===== config.mk =====
export PLATFORM = sky130hd
export DESIGN_NAME = sdram_cmd_seq
export DESIGN_NICKNAME = d
export VERILOG_FILES = /design/src/rtl/sdram_seq_pkg.sv /design/src/rtl/sdram_addr_split.sv /design/src/rtl/sdram_refresh_timer.sv /design/src/rtl/sdram_burst_window.sv /design/src/rtl/sdram_cmd_seq.sv
export SDC_FILE = /design/constraint.sdc
export NUM_CORES = 1
export LEC_CHECK = 0
export ABC_AREA = 1
export BUFFER_PORTS_ARGS = -buffer_cell sky130_fd_sc_hd__buf_2
export CORE_ASPECT_RATIO = 0.75
export CORE_MARGIN = 5
export CORE_UTILIZATION = 40
export CTS_CLUSTER_SIZE = 28
export DETAILED_ROUTE_END_ITERATION = 8
export PLACE_DENSITY = 0.75
export REMOVE_ABC_BUFFERS = 1
export SYNTH_ARGS = -nofsm -noshare
export SYNTH_HDL_FRONTEND = slang
export SYNTH_SLANG_ARGS = --single-unit

===== constraint.sdc =====
create_clock -name clk -period 2.3 [get_ports clk]
set_clock_uncertainty 0.2 [all_clocks]
set_input_delay 0.23 -clock clk [delete_from_list [all_inputs] [get_ports clk]]
set_output_delay 0.23 -clock clk [all_outputs]
set_load 0.01 [all_outputs]

===== src/rtl/sdram_seq_pkg.sv =====
package sdram_seq_pkg;

    typedef enum logic [2:0] {
        ST_IDLE = 3'd0,
        ST_RCD  = 3'd1,
        ST_XFER = 3'd2,
        ST_RP   = 3'd3,
        ST_REFW = 3'd4
    } seq_state_e;

    // {ras_n, cas_n, we_n}
    typedef enum logic [2:0] {
        CMD_ACT = 3'b011,
        CMD_RD  = 3'b101,
        CMD_WR  = 3'b100,
        CMD_PRE = 3'b010,
        CMD_REF = 3'b001,
        CMD_NOP = 3'b111
    } mem_cmd_e;

    function automatic int unsigned max2(int unsigned a, int unsigned b);
        return (a > b) ? a : b;
    endfunction

endpackage


===== src/rtl/sdram_addr_split.sv =====
module sdram_addr_split #(
    parameter int COL_W     = 10,
    parameter int BANK_W    = 3,
    parameter int ROW_W     = 15,
    parameter int RANK_W    = 3,
    parameter bit DDR2_MODE = 1'b0,
    localparam int AW       = COL_W + BANK_W + ROW_W + RANK_W
) (
    input  logic [AW-1:0]     flat_addr,
    output logic [COL_W-1:0]  col,
    output logic [BANK_W-1:0] bank,
    output logic [ROW_W-1:0]  row,
    output logic [RANK_W-1:0] rank
);
    localparam int BANK_LO = COL_W;
    localparam int ROW_LO  = COL_W + BANK_W;
    localparam int RANK_LO = ROW_LO + ROW_W;

    logic [BANK_W-1:0] bank_raw;

    assign col      = flat_addr[COL_W-1:0];
    assign bank_raw = flat_addr[BANK_LO +: BANK_W];
    assign row      = flat_addr[ROW_LO +: ROW_W];
    assign rank     = flat_addr[RANK_LO +: RANK_W];

    generate
        if (DDR2_MODE) begin : g_four_bank
            assign bank = {1'b0, bank_raw[BANK_W-2:0]};
        end else begin : g_all_bank
            assign bank = bank_raw;
        end
    endgenerate

endmodule


===== src/rtl/sdram_refresh_timer.sv =====
module sdram_refresh_timer #(
    parameter int unsigned REF_INT = 200,
    localparam int TW = $clog2(REF_INT + 1)
) (
    input  logic clk,
    input  logic rst_n,
    input  logic grant,
    output logic pend
);
    typedef struct packed {
        logic [TW-1:0] cnt;
        logic          pend;
    } tmr_t;

    tmr_t q, d;
    logic expire;

    always_comb begin
        d      = q;
        expire = (q.cnt == TW'(REF_INT - 1));
        d.cnt  = expire ? '0 : q.cnt + 1'b1;
        d.pend = (q.pend && !grant) || expire;
    end

    always_ff @(posedge clk or negedge rst_n) begin
        if (!rst_n) q <= '0;
        else        q <= d;
    end

    assign pend = q.pend;

endmodule


===== src/rtl/sdram_burst_window.sv =====
module sdram_burst_window #(
    parameter int unsigned RL = 5,
    parameter int unsigned WL = 4,
    parameter int unsigned BL = 8,
    parameter int TW          = 5
) (
    input  logic          active,
    input  logic          is_write,
    input  logic [TW-1:0] t,
    output logic          take,
    output logic          capture,
    output logic          last,
    output logic          done
);
    localparam int unsigned RD_END = RL + BL - 1;
    localparam int unsigned WR_END = WL + BL - 1;

    always_comb begin
        take    = active && is_write
                  && (t >= TW'(WL - 1)) && (t < TW'(WL - 1 + BL));
        capture = active && !is_write
                  && (t >= TW'(RL)) && (t <= TW'(RD_END));
        last    = capture && (t == TW'(RD_END));
        done    = active && (t == (is_write ? TW'(WR_END) : TW'(RD_END)));
    end

endmodule


===== src/rtl/sdram_cmd_seq.sv =====
module sdram_cmd_seq
    import sdram_seq_pkg::*;
#(
    parameter int unsigned TRCD       = 3,
    parameter int unsigned CL         = 5,
    parameter int unsigned WR_LAT     = 4,
    parameter int unsigned TRP        = 3,
    parameter int unsigned TRFC       = 8,
    parameter int unsigned REF_INT    = 200,
    parameter bit          REGISTERED = 1'b0,
    parameter bit          DDR2_MODE  = 1'b0,
    parameter int          COL_W      = 10,
    parameter int          BANK_W     = 3,
    parameter int          ROW_W      = 15,
    parameter int          RANK_W     = 3,
    parameter int          DW         = 64,
    localparam int         NRANK      = 1 << RANK_W,
    localparam int         AW         = COL_W + BANK_W + ROW_W + RANK_W
) (
    input  logic              clk,
    input  logic              rst_n,
    input  logic              req_valid,
    output logic              req_ready,
    input  logic              req_write,
    input  logic [AW-1:0]     req_addr,
    input  logic [DW-1:0]     wr_data,
    output logic              wr_take,
    output logic [DW-1:0]     rd_data,
    output logic              rd_valid,
    output logic              rd_last,
    output logic [NRANK-1:0]  mem_cs_n,
    output logic              mem_ras_n,
    output logic              mem_cas_n,
    output logic              mem_we_n,
    output logic [BANK_W-1:0] mem_ba,
    output logic [ROW_W-1:0]  mem_a,
    output logic [DW-1:0]     mem_dq_out,
    output logic              mem_dq_oe,
    input  logic [DW-1:0]     mem_dq_in
);
    localparam int unsigned BL     = DDR2_MODE ? 4 : 8;
    localparam int unsigned RL     = CL + (REGISTERED ? 1 : 0);
    localparam int unsigned WL     = WR_LAT + (REGISTERED ? 1 : 0);
    localparam int unsigned XMAX   = max2(RL, WL) + BL + 1;
    localparam int          TW     = $clog2(XMAX + 1);
    localparam int unsigned CMAX   = max2(max2(TRCD, TRP), TRFC);
    localparam int          CW     = $clog2(CMAX + 1);
    localparam int          AP_BIT = 10;

    typedef struct packed {
        seq_state_e        st;
        logic [CW-1:0]     cnt;
        logic [TW-1:0]     t;
        logic              wr;
        logic [RANK_W-1:0] rank;
        logic [BANK_W-1:0] bank;
        logic [COL_W-1:0]  col;
        mem_cmd_e          cmd;
        logic [NRANK-1:0]  cs_n;
        logic [BANK_W-1:0] ba;
        logic [ROW_W-1:0]  a;
        logic              rv;
        logic              last;
        logic [DW-1:0]     rdata;
        logic              oe;
        logic [DW-1:0]     dout;
    } seq_t;

    seq_t q, d;

    logic [COL_W-1:0]  a_col;
    logic [BANK_W-1:0] a_bank;
    logic [ROW_W-1:0]  a_row;
    logic [RANK_W-1:0] a_rank;
    logic              ref_pend, ref_grant;
    logic              w_take, w_cap, w_last, w_done;

    sdram_addr_split #(
        .COL_W(COL_W), .BANK_W(BANK_W), .ROW_W(ROW_W), .RANK_W(RANK_W),
        .DDR2_MODE(DDR2_MODE)
    ) u_split (
        .flat_addr(req_addr), .col(a_col), .bank(a_bank), .row(a_row), .rank(a_rank)
    );

    sdram_refresh_timer #(.REF_INT(REF_INT)) u_ref (
        .clk(clk), .rst_n(rst_n), .grant(ref_grant), .pend(ref_pend)
    );

    sdram_burst_window #(.RL(RL), .WL(WL), .BL(BL), .TW(TW)) u_win (
        .active(q.st == ST_XFER), .is_write(q.wr), .t(q.t),
        .take(w_take), .capture(w_cap), .last(w_last), .done(w_done)
    );

    always_comb begin
        d         = q;
        ref_grant = 1'b0;
        d.cmd     = CMD_NOP;
        d.cs_n    = '0;
        d.ba      = '0;
        d.a       = '0;
        d.rv      = 1'b0;
        d.last    = 1'b0;
        d.oe      = 1'b0;

        if (w_cap) begin
            d.rv    = 1'b1;
            d.rdata = mem_dq_in;
            d.last  = w_last;
        end
        if (w_take) begin
            d.oe   = 1'b1;
            d.dout = wr_data;
        end

        unique case (q.st)
            ST_IDLE: begin
                if (ref_pend) begin
                    ref_grant = 1'b1;
                    d.cmd     = CMD_REF;
                    d.st      = ST_REFW;
                    d.cnt     = CW'(TRFC - 1);
                end else if (req_valid) begin
                    d.wr   = req_write;
                    d.rank = a_rank;
                    d.bank = a_bank;
                    d.col  = a_col;
                    d.cmd  = CMD_ACT;
                    d.cs_n = ~(NRANK'(1) << a_rank);
                    d.ba   = a_bank;
                    d.a    = a_row;
                    d.st   = ST_RCD;
                    d.cnt  = CW'(TRCD - 1);
                end
            end
            ST_RCD: begin
                if (q.cnt == '0) begin
                    d.cmd  = q.wr ? CMD_WR : CMD_RD;
                    d.cs_n = ~(NRANK'(1) << q.rank);
                    d.ba   = q.bank;
                    d.a    = ROW_W'(q.col);
                    d.st   = ST_XFER;
                    d.t    = '0;
                end else begin
                    d.cnt = q.cnt - 1'b1;
                end
            end
            ST_XFER: begin
                if (w_done) begin
                    d.cmd       = CMD_PRE;
                    d.cs_n      = ~(NRANK'(1) << q.rank);
                    d.ba        = q.bank;
                    d.a         = '0;
                    d.a[AP_BIT] = 1'b1;
                    d.st        = ST_RP;
                    d.cnt       = CW'(TRP - 1);
                end else begin
                    d.t = q.t + 1'b1;
                end
            end
            ST_RP, ST_REFW: begin
                if (q.cnt == '0) d.st = ST_IDLE;
                else             d.cnt = q.cnt - 1'b1;
            end
            default: d.st = ST_IDLE;
        endcase
    end

    always_ff @(posedge clk or negedge rst_n) begin
        if (!rst_n) begin
            q     <= '0;
            q.st  <= ST_IDLE;
            q.cmd <= CMD_NOP;
        end else begin
            q <= d;
        end
    end

    assign req_ready  = (q.st == ST_IDLE) && !ref_pend;
    assign wr_take    = w_take;
    assign rd_data    = q.rdata;
    assign rd_valid   = q.rv;
    assign rd_last    = q.last;
    assign mem_cs_n   = q.cs_n;
    assign {mem_ras_n, mem_cas_n, mem_we_n} = q.cmd;
    assign mem_ba     = q.ba;
    assign mem_a      = q.a;
    assign mem_dq_out = q.dout;
    assign mem_dq_oe  = q.oe;

endmodule


# Word-level counts from Yosys, hierarchy flattened
# Index checks and enable logic that the tools add are counted.
# word_totals
ff_bits,197
in_bits,163
wordCells,91
# classes
add_sub_neg,3
order_cmp,4
eq_ne,13
shift,2
muxes,24
n_bitwise,3
reduce_logical,24
# ops
op,n
$pmux 29 s3,1
$mux 66,1
$mux 65,1
$mux 29,2
$mux 28,1
$mux 26,1
$mux 7,3
$not 8->8,2
$shl 1x3->8 const A,2
$mux 3,4
$mux 4,3
$pmux 3 s4,1
$pmux 4 s3,1
$logic_and 1x1->1,10
$ne 2x2->1 const B,5
$add 8x1->8 const B,1
$eq 8x8->1 const B,1
$mux 8,1
$pmux 4 s2,1
$reduce_and 4->1,2
$eq 3x2->1 const B,2
$reduce_and 3->1,2
$add 4x1->4 const B,1
$eq 4x4->1,1
other kinds (19),23

# Depth between registers and ports, before layout
# depth
ltp_word,6
mapped_depth,11
mapped_depth_nobuf,9

# By module
# Synthesis repeated with hierarchy kept, for this count alone.
# hier_totals
cells_unflattened,854
hier_area_um2,9268.9
# modules_own_cells
module,instances,cells_each,area_per_inst_um2,seq_area_each_um2
sdram_cmd_seq,1,743,8501.9,4708.3
sdram_refresh_timer,1,51,415.4,225.2
sdram_addr_split,1,31,232.7,0.0
sdram_burst_window,1,29,118.9,0.0

# Least setup slack after synthesis
# No wires, ideal clock.
# synth_timing
path_type,flip-flop to flip-flop
startpoint,register q[177] (netlist bit)
endpoint,register q (netlist bit rd_data[10])
setup_time_ps,116
arrival_time_ps,1378
slack_ps,606
path_stages_with_launch,12
path_buffers,2
synth_period_minus_slack_ps,1694
cell_sequence,dfrtp_1 -> inv_1 -> ha_1 -> inv_1 -> o21ai_0 -> nand2_1 -> nand3_2 -> inv_2 -> buf_6 -> buf_8 -> nand2_2 -> nand2_1
# synth_between
elab_chain_len,3
word_cells_on_any_way,4
cone_classes,order compare: 2; reduce/logical: 2
# synth_lines
item,line,text
start: declaration,sdram_cmd_seq.sv:69,"seq_t q, d;"
$ge 4x3->1,sdram_burst_window.sv:22,&& (t >= TW'(RL)) && (t <= TW'(RD_END));
$logic_and 1x1->1,sdram_burst_window.sv:22,
$logic_and 1x1->1 (*),sdram_burst_window.sv:22,
# Mark *: on every way between the ends. The rest lies on a longest branch, timed or not.
# A chain may end at the register's enable or synchronous reset.

# Worst setup path in the final report
# layout_timing
startpoint,register q[177] (netlist bit)
endpoint,output wr_take
# layout_between
elab_chain_len,3
word_cells_on_any_way,4
cone_classes,order compare: 2; reduce/logical: 2
# layout_lines
item,line,text
$ge 4x2->1,sdram_burst_window.sv:20,&& (t >= TW'(WL - 1)) && (t < TW'(WL - 1 + BL));
$logic_and 1x1->1,sdram_burst_window.sv:20,
$logic_and 1x1->1 (*),sdram_burst_window.sv:20,
end: declaration,sdram_cmd_seq.sv:27,"output logic wr_take,"
# Marked as above.

==> metrics <==
yosys synthesis warning count 0; number of antenna violations at the first check in global routing 0; Hold Vio Cnt, Final 0; post-synth design cell area 9280 um^2; number of standard cells after synthesis 1054; Max-Slew Margin vs Limit 68.5%; cell with the most instances after synthesis sky130_fd_sc_hd__nand2_1; number of setup violations in the final report 0; static leakage power 6.32 nW; crit start category flip-flop; slowest stage cell on the critical path sky130_fd_sc_hd__dfrtp_1; NetSw 5.06 mW; TritonCTS Buffers 17; detailed-route wire length per cell 15.2 um; cell type contributing the most total cell area after synthesis sky130_fd_sc_hd__dfrtp_1; Site Rows 48; power density over the cells 1090 nW/um^2; Max Fclk 458 MHz; Overflow after GRT 0; Highest Signal Layer met4; number of enable flip-flop cells after synthesis 0; switching power as a share of total power 37.9%; overall power after layout 13.3 mW; height of the die 142 um; P&R area growth vs syn 32.1%; die area 26400 um^2; vias per cell 4.62; result of the run complete, no violations; Crit Path Category flip-flop to output pin; unique cell type count in the Yosys netlist 30; clock tree from TritonCTS built; CP Data Arrival Time 1.75 ns; top_reg_cell synth sky130_fd_sc_hd__dfrtp_1; maximum fanout encountered on the critical timing path 10; Synth Register Bits 197; sequential fraction of the synthesis area 53.2%; worst path cell trace ha_1 > nor2_2 > xor2_1 > nand2_2 > clkinv_4 > buf_2; transition time at the pin with the least slew margin 0.473 ns; fraction of layout instances using a drive strength above 1 31.2%; routed length on met2 13100 um; number of port buffers 324; unrepaired setup endpoints after global routing no; first-pass GRT wire length 40300 um; synthesized area divided by synthesized cell count 8.80 um^2; most frequent cells after synthesis 447 x sky130_fd_sc_hd__nand2_1, 194 x sky130_fd_sc_hd__dfrtp_1, 156 x sky130_fd_sc_hd__buf_4; count of final max-slew check failures 0; data required time of the worst path 1.87 ns; internal power 8.28 mW; estimated wirelength of the detail-placed design 16500 um; Sink Count 197; Max rail drop VDD 0.000611 V; synth top area cells sky130_fd_sc_hd__dfrtp_1 52%, sky130_fd_sc_hd__nand2_1 18%, sky130_fd_sc_hd__buf_4 13%; total number of H-tree levels 4; routed wire length 25900 um; weighted congestion reported at the end of routability-driven placement 0.838; cell family contributing the most delay on the critical path flip-flops; Total Nets Final 1562; number of DRC violations after detailed-routing iteration 0 447; routed via count 7884; maximum number of pins on one net before global-route repair 65; top-area cell type share of the netlist area 52.3%; total length of routed met3 wires 1880 um; total iterations of the first detailed-routing run 5; antenna-violating nets left 0; Period minus WS final 2.18 ns; path class of the lowest-slack min-delay path input port to flip-flop; share of total power in combinational logic 37.0%; met1 wire length 10000 um; portion of total power attributed to the clock network 21.0%; GRT Total Usage 19.1%; via count of the first global-routing pass 8032; max capacitance violation total 0; clock root buffer sky130_fd_sc_hd__clkbuf_16; Fin Hold WS 0.0291 ns; core region area 22900 um^2; slowest stage delay, CP 0.41 ns; Seq pwr share 42.0%; share of the clock period used by the worst path 94.9%; Die X-Extent 186 um; Critical Path Sink Type output pin; CTS clock-pin slew for the worst setup and hold paths 0.07 ns; clock network latency to the later pin of the worst-skew pair 0.43 ns; Buf/Inv on CP 2; buffers from clock root to sink, at most 2; number of top-level pins 325; initial cell density of the core 40.4%; post-synthesis async set-or-reset flop share 100%; final routed DRC violation total 0
-- placed cells by master, fill, tap and decap left out, types with 6 or more instances in the layout --
| cell type | count |
|---|---|
| sky130_fd_sc_hd__buf_12 | 6 |
| sky130_fd_sc_hd__buf_2 | 323 |
| sky130_fd_sc_hd__buf_4 | 15 |
| sky130_fd_sc_hd__clkbuf_16 | 17 |
| sky130_fd_sc_hd__clkinv_4 | 6 |
| sky130_fd_sc_hd__dfrtp_1 | 194 |
| sky130_fd_sc_hd__dlygate4sd3_1 | 165 |
| sky130_fd_sc_hd__inv_1 | 47 |
| sky130_fd_sc_hd__nand2_1 | 446 |
| sky130_fd_sc_hd__nand2_2 | 42 |
| sky130_fd_sc_hd__nand3_1 | 24 |
| sky130_fd_sc_hd__nand4_1 | 7 |
| sky130_fd_sc_hd__nor2_1 | 20 |
| sky130_fd_sc_hd__nor3_1 | 9 |
| sky130_fd_sc_hd__o21ai_0 | 29 |
| sky130_fd_sc_hd__o21ai_1 | 12 |
-- layer usage --
layer | vias up | global-route usage [%]
met5 | - | 0
met4 | 0 | 8.01
met3 | 88 | 4.89
met2 | 335 | 33.2
met1 | 3713 | 22.6
li1 | 3748 | -
-- worst register-to-register path, stage by stage (launching register included) --
cell and delay (ns):
sky130_fd_sc_hd__dfrtp_1 0.41, sky130_fd_sc_hd__buf_4 0.15, sky130_fd_sc_hd__inv_1 0.07, sky130_fd_sc_hd__ha_1 0.18, sky130_fd_sc_hd__inv_1 0.06, sky130_fd_sc_hd__o21ai_0 0.15
sky130_fd_sc_hd__nand2_1 0.08, sky130_fd_sc_hd__nand3_2 0.10, sky130_fd_sc_hd__buf_4 0.36, sky130_fd_sc_hd__nand2_1 0.14, sky130_fd_sc_hd__nand2_1 0.10
-- path summary, 6_finish.rpt --
kind / from / endpoint / cells after the start / slack (ns)
setup / recovery: q[177]$_DFFE_PN0P_ / wr_take / 6 / 0.12
hold / removal: req_valid / mem_a[14]$_DFF_PN0_ / 3 / 0.03
setup reg to reg: q[177]$_DFFE_PN0P_ / rd_data[1]$_DFFE_PN0P_ / 10 / 0.25
hold reg to reg: u_ref.q[1]$_DFF_PN0_ / u_ref.q[1]$_DFF_PN0_ / 1 / 0.27
max in group asynchronous: rst_n / rd_data[11]$_DFFE_PN0P_ / 3 / 1.06
min in group asynchronous: rst_n / mem_a[12]$_DFF_PN0_ / 2 / 0.14
-- layout make-up --
cell class / count / area, um^2
fillers: 1955 / 10700
flip-flops and latches: 197 / 4930
multi-input cells: 615 / 2670
clock buffers: 18 / 429
inverters: 53 / 204
repair buffers: 510 / 3510
diodes: 3 / 7.51
clock inverters: 12 / 119
well taps: 300 / 375
-- cells by family (layout without fill, tap and decap cells) --
| kind of cell | Yosys count | count (layout) | share of synthesized area, % |
|---|---|---|---|
| DFF | 197 | 197 | 53.2 |
| other | 0 | 3 | 0 |
| AOI/OAI and AO/OA | 49 | 49 | 2.85 |
| buffers and inverters | 242 | 593 | 18.0 |
| xor gates and xnor gates | 1 | 1 | 0.0944 |
| and+or+nand+nor | 560 | 560 | 25.2 |
| adders and majority gates | 5 | 5 | 0.674 |
-- flip-flops by register name, indices dropped and copies added, names as in the netlist, 3 cells and up --
signal and count:
u_ref.q 8, mem_cs_n 8, rd_data 64, q 28, mem_ba 3, mem_a 15
mem_dq_out 64
-- metrics by stage --
stage	setup slack, ns	std cells	utilization, %	cell area [um^2]	setup TNS, ns
floorplan	-0.806	865	-	7800	-102.64
global placement	0.370	1505	43.6	10000	0
detailed placement	0.301	1505	43.6	10000	0
CTS	0.0128	1700	53.2	12200	0
global route	0.00783	1705	53.4	12200	0
finish	0.117	1708	53.4	12300	0
-- power by group through the flow --
| stage | registers [mW] | clock network (mW) | logic, mW |
|---|---|---|---|
| floorplan | 6.13 | 0 | 1.92 |
| global placement | 5.57 | 0 | 4.50 |
| detailed placement | 5.61 | 0 | 4.63 |
| CTS | 5.57 | 2.90 | 4.88 |
| global route | 5.75 | 3.02 | 5.52 |
| finish | 5.60 | 2.80 | 4.94 |
-- timing repair --
item	CTS	global route
resized for setup	2	1
hold buffers	165	0
hold endpoints to repair	260	0
setup buffers	0	5
setup endpoints to repair	1	1
(Power assumes the default switching activity.)
